File: config.mk
export PLATFORM = sky130hd
export DESIGN_NAME = seg_xlate_unit
export DESIGN_NICKNAME = d
export VERILOG_FILES = /design/src/rtl/segx_pkg.sv /design/src/rtl/seg_table.sv /design/src/rtl/seg_check.sv /design/src/rtl/seg_xlate_unit.sv
export SDC_FILE = /design/constraint.sdc
export NUM_CORES = 1
export LEC_CHECK = 0
export BUFFER_PORTS_ARGS = -buffer_cell sky130_fd_sc_hd__buf_2
export CORE_ASPECT_RATIO = 2
export CORE_UTILIZATION = 50
export DETAILED_ROUTE_END_ITERATION = 6
export PLACE_DENSITY = 0.7
export SLEW_MARGIN = 5
export SYNTH_ARGS = -nofsm -noshare
export SYNTH_HDL_FRONTEND = slang
export SYNTH_SLANG_ARGS = --single-unit
export TNS_END_PERCENT = 50
File: constraint.sdc
create_clock -name clk -period 5.87 [get_ports clk]
set_clock_uncertainty 0.1 [all_clocks]
set_input_delay 1.174 -clock clk [delete_from_list [all_inputs] [get_ports clk]]
set_output_delay 1.174 -clock clk [all_outputs]
set_load 0.01 [all_outputs]
File: src/rtl/segx_pkg.sv
package segx_pkg;
    localparam int VA_W  = 16;
    localparam int SEG_W = 2;
    localparam int PA_W  = 16;
    localparam int OFF_W = VA_W - SEG_W;
    localparam int NSEG  = 1 << SEG_W;

    typedef struct packed {
        logic             valid;
        logic             rd_ok;
        logic             wr_ok;
        logic [PA_W-1:0]  base;
        logic [OFF_W-1:0] limit;
    } seg_entry_t;

    typedef enum logic [2:0] {
        CAUSE_NONE     = 3'd0,
        CAUSE_INVALID  = 3'd1,
        CAUSE_LIMIT    = 3'd2,
        CAUSE_PERM     = 3'd3,
        CAUSE_OVERFLOW = 3'd4
    } cause_e;

    typedef struct packed {
        logic            fault;
        cause_e          cause;
        logic [PA_W-1:0] paddr;
    } xlat_res_t;

    // Fixed priority: invalid, limit, permission, overflow.
    function automatic cause_e pick_cause(input logic ok_valid, input logic over_limit,
                                          input logic perm_bad, input logic carry);
        if (!ok_valid)       return CAUSE_INVALID;
        else if (over_limit) return CAUSE_LIMIT;
        else if (perm_bad)   return CAUSE_PERM;
        else if (carry)      return CAUSE_OVERFLOW;
        else                 return CAUSE_NONE;
    endfunction
endpackage

File: src/rtl/seg_table.sv
module seg_table
    import segx_pkg::*;
(
    input  logic             clk,
    input  logic             rst,
    input  logic             we,
    input  logic             priv,
    input  logic [SEG_W-1:0] widx,
    input  seg_entry_t       wdata,
    input  logic [SEG_W-1:0] ridx,
    output seg_entry_t       rdata
);
    seg_entry_t tbl [NSEG];

    for (genvar g = 0; g < NSEG; g++) begin : g_ent
        always_ff @(posedge clk) begin
            if (rst)
                tbl[g] <= '0;
            else if (we && priv && (widx == SEG_W'(g)))
                tbl[g] <= wdata;
        end

        // unprivileged writes do not alter any entry
        p_user_write_ignored_r7: assert property (@(posedge clk) disable iff (rst)
            (!$past(rst) && $past(we && !priv)) |-> $stable(tbl[g]));

        // entries are not-valid right after reset
        p_reset_clears_r9: assert property (@(posedge clk) disable iff (rst)
            $past(rst) |-> !tbl[g].valid);
    end

    assign rdata = tbl[ridx];
endmodule

File: src/rtl/seg_check.sv
module seg_check
    import segx_pkg::*;
(
    input  seg_entry_t       ent,
    input  logic [OFF_W-1:0] offset,
    input  logic             is_write,
    output xlat_res_t        res
);
    logic [PA_W:0] sum;
    logic          over_limit;
    logic          perm_bad;
    cause_e        cause;

    always_comb begin
        sum        = {1'b0, ent.base} + (PA_W+1)'(offset);
        over_limit = offset > ent.limit;
        perm_bad   = is_write ? !ent.wr_ok : !ent.rd_ok;
        cause      = pick_cause(ent.valid, over_limit, perm_bad, sum[PA_W]);
        res.cause  = cause;
        res.fault  = (cause != CAUSE_NONE);
        res.paddr  = (cause != CAUSE_NONE) ? '0 : sum[PA_W-1:0];
    end
endmodule

File: src/rtl/seg_xlate_unit.sv
module seg_xlate_unit
    import segx_pkg::*;
(
    input  logic        clk,
    input  logic        rst,
    input  logic        cfg_we,
    input  logic        cfg_priv,
    input  logic [1:0]  cfg_idx,
    input  logic        cfg_valid,
    input  logic        cfg_rd,
    input  logic        cfg_wr,
    input  logic [15:0] cfg_base,
    input  logic [13:0] cfg_limit,
    input  logic        req_valid,
    input  logic [15:0] req_vaddr,
    input  logic        req_write,
    output logic        rsp_valid,
    output logic [15:0] rsp_paddr,
    output logic        rsp_fault,
    output logic [2:0]  rsp_cause
);
    seg_entry_t wentry;
    seg_entry_t sel;
    xlat_res_t  res;

    assign wentry = '{valid: cfg_valid, rd_ok: cfg_rd, wr_ok: cfg_wr,
                      base: cfg_base, limit: cfg_limit};

    seg_table u_tbl (
        .clk   (clk),
        .rst   (rst),
        .we    (cfg_we),
        .priv  (cfg_priv),
        .widx  (cfg_idx),
        .wdata (wentry),
        .ridx  (req_vaddr[VA_W-1 -: SEG_W]),
        .rdata (sel)
    );

    seg_check u_chk (
        .ent      (sel),
        .offset   (req_vaddr[OFF_W-1:0]),
        .is_write (req_write),
        .res      (res)
    );

    always_ff @(posedge clk) begin
        if (rst) begin
            rsp_valid <= 1'b0;
            rsp_paddr <= '0;
            rsp_fault <= 1'b0;
            rsp_cause <= '0;
        end else begin
            rsp_valid <= req_valid;
            rsp_paddr <= res.paddr;
            rsp_fault <= res.fault;
            rsp_cause <= res.cause;
        end
    end

    // response strobe follows request strobe by one cycle
    p_rsp_tracks_req_r11: assert property (@(posedge clk) disable iff (rst)
        !$past(rst) |-> (rsp_valid == $past(req_valid)));

    // fault flag consistent with cause code
    p_fault_flag_r10: assert property (@(posedge clk) disable iff (rst)
        rsp_valid |-> (rsp_fault == (rsp_cause != 3'd0)));

    // faulted responses carry a zero address
    p_fault_zero_addr_r10: assert property (@(posedge clk) disable iff (rst)
        (rsp_valid && rsp_fault) |-> (rsp_paddr == '0));

    // a not-valid entry always reports the invalid cause
    p_invalid_faults_r3: assert property (@(posedge clk) disable iff (rst)
        (rsp_valid && !$past(sel.valid)) |-> (rsp_cause == 3'd1));
endmodule

==> out/summary.txt <==
die width - 88.3 um
Die Area - 0.0154 mm2
mean post-synth cell area - 13.6 um2
RePlAce Congestion - 0.885
average wire per standard cell - 20.4 um
RSZ-0062 raised after global routing - false
P_int - 0.00207 W
buffer depth of the longest clock path - 2
DRC - 0
fmax - 228 MHz
CTS tree - yes
VDD IR max - 221 uV
Critical Path AT - 4.61 ns
mapped cell area - 0.00745 mm2
most frequent cells in the layout - and2_1, edfxtp_1, buf_2
maxcap violations - 0
HP Start - u_tbl.tbl[3][32]
Mapped Nets - 634
EDFF count, synth - 132
Total Power - 0.00272 W
status - finished clean
drt pass-1 iters - 4
clock slew seen by the registers of the worst setup and hold paths - 0.06 ns
area leader, netlist - edfxtp_1
Yosys Warn Count - 0
setup violators final - 0
# IOs - 78
Fin. Hold Viols - 0
Hold Path Cell Cnt - 2
setup TNS - 0 ns
min Tclk post-route - 4.39 ns
layout cells sized above 1 - 0.248
CORE AREA - 0.0144 mm2
CP Launch Type - input port
worst-margin pin slew - 0.539 ns
vias in the first global route - 5076
clock network power share - 0.402
Starting Density - 0.517
final hold slack - 0.652 ns
Clock Sinks - 153
total CTS buffers - 17
Synth Flop Type - edfxtp_1
Reg area - 0.00438 mm2
R2R setup slack - 2.36 ns
root buf cell - clkbuf_16
Vias/cell - 5.64
share of the synthesized area in the top cell type - 0.532
Reg2Reg Launch Point - u_tbl.tbl[3][14]
Die H - 175 um
Static Leak - 3.44 nW
worst r2r dst - rsp_paddr[4]
CTS Hold Bufs - 0
Netlist cell types - 47
initial antenna violation count - 0
fillers - 1162
Slew headroom - 0.630
post-route clock period utilization - 0.747
fin. max-slew vios - 0
HP Class - flip-flop to flip-flop
multi-input logic area - 0.00290 mm2
Port Buffers - 77
Flop pwr share - 0.467
antenna fix cells - 0
Detail Route Antenna Nets - 0
Hold Path End - rsp_cause[0]
hpwl dp - 11700 um
CTS-repair resized insts - 0
kind of critical path - input port to flip-flop
Power per Cell Area - 313 mW/mm2
final WL - 17000 um
Vias - 4704
Comb pwr share - 0.131
Critical Path End Type - flip-flop
largest net degree at the start of global routing - 34
CP max FO - 15
ys async rst share - 0
Post-CTS Setup Repair Bufs - 0
GRT Total Usage - 0.245
top post-synthesis cells by area - edfxtp_1, and2_1, mux4_2
crit path from - req_vaddr[14]
pre-CTS setup slack - 1.04 ns
Clock Latency Late Sink - 0.42 ns
Syn Inst Count - 548
first-pass GRT wire length - 27000 um
nets - 715
Rows - 62
final critical-path setup slack - 1.48 ns
synthesis-to-finish area growth - 16.4%
Crit path required time - 6.10 ns
register area share after synthesis - 0.588
FF-to-FF path depth - 9
CTS HTree Levels - 4
Yosys reg bits - 153
Remaining Overflow, GRT - 0
Iter 0 DRT Violations - 269
Sw Ratio - 0.238
Net Sw Power - 0.000647 W
logic make-up after synthesis:
logic type / count (synthesis) / synth area share
AOI/OAI and AO/OA: 60 / 0.0551
muxes: 40 / 0.107
adders and majority gates: 29 / 0.0497
and+or+nand+nor: 210 / 0.163
DFF: 153 / 0.588
buffers and inverters: 48 / 0.0272
xor gates and xnor gates: 8 / 0.00940
stage by stage:
stage | util | area (um2) | instances
after CTS | 0.601 | 8670 | 834
final | 0.601 | 8670 | 834
after detailed placement | 0.560 | 8080 | 802
after global placement | 0.560 | 8080 | 802
after floorplan | - | 7450 | 548
after global routing | 0.601 | 8670 | 834
Yosys cell counts (all sizes together), types with 6 or more instances:
cell      n
and2    132
edfxtp  132
mux4     31
nor2     30
ha       28
dfxtp    21
inv      21
clkbuf   20
o21ai    13
nand2    10
nor3     10
a21o      9
a21oi     7
buf       7
o21bai    7
a31oi     6
mux2i     6
power by group through the flow:
stage	Clock (W)	Sequential, W	Combinational [W]
2_1_floorplan	0	0.00129	0.000233
3_3_place_gp	0	0.00129	0.000349
3_5_place_dp	0	0.00129	0.000356
4_1_cts	0.00110	0.00127	0.000357
5_1_grt	0.00115	0.00128	0.000394
6_report	0.00109	0.00127	0.000356
sequential cells by signal (all words and copies together), names as in the netlist:
register and cells:
u_tbl.tbl 132, rsp_paddr 16, rsp_cause 3, rsp_fault 1, rsp_valid 1
worst max path at each step:
stage / endpoint / slack (ns) / depth (start not counted)
6_report: rsp_paddr[4] / 1.48 / 10
3_5_place_dp: rsp_paddr[4] / 1.04 / 10
4_1_cts: rsp_paddr[4] / 1.48 / 10
2_1_floorplan: rsp_paddr[10] / 1.29 / 13
5_1_grt: rsp_paddr[15] / 1.21 / 10
3_3_place_gp: rsp_paddr[13] / 1.19 / 10
worst max-delay path, stage by stage:
cell      delay, ns
buf_2          0.31
buf_4          0.37
mux4_2         0.55
ha_1           0.43
a21o_1         0.26
a311oi_1       0.34
o21bai_1       0.16
o21ai_0        0.37
nand3b_2       0.35
nor3_1         0.30
layout make-up:
cell class	count	share of cell area
multi-input cells	347	0.335
repair buffers	89	0.0548
inverters	21	0.00909
flip-flops and latches	153	0.506
clock buffers	20	0.0504
clock inverters	12	0.0176
well taps	192	0.0277
metal layers:
metal | global-route usage | part of all wire | vias to the layer above
met5 | 0 | 0 | -
met4 | 0.108 | 0.029 | 0
met3 | 0.0458 | 0.038 | 33
met2 | 0.443 | 0.56 | 146
met1 | 0.269 | 0.37 | 2341
li1 | - | - | 2184
Power figures use the tool's default switching activity.
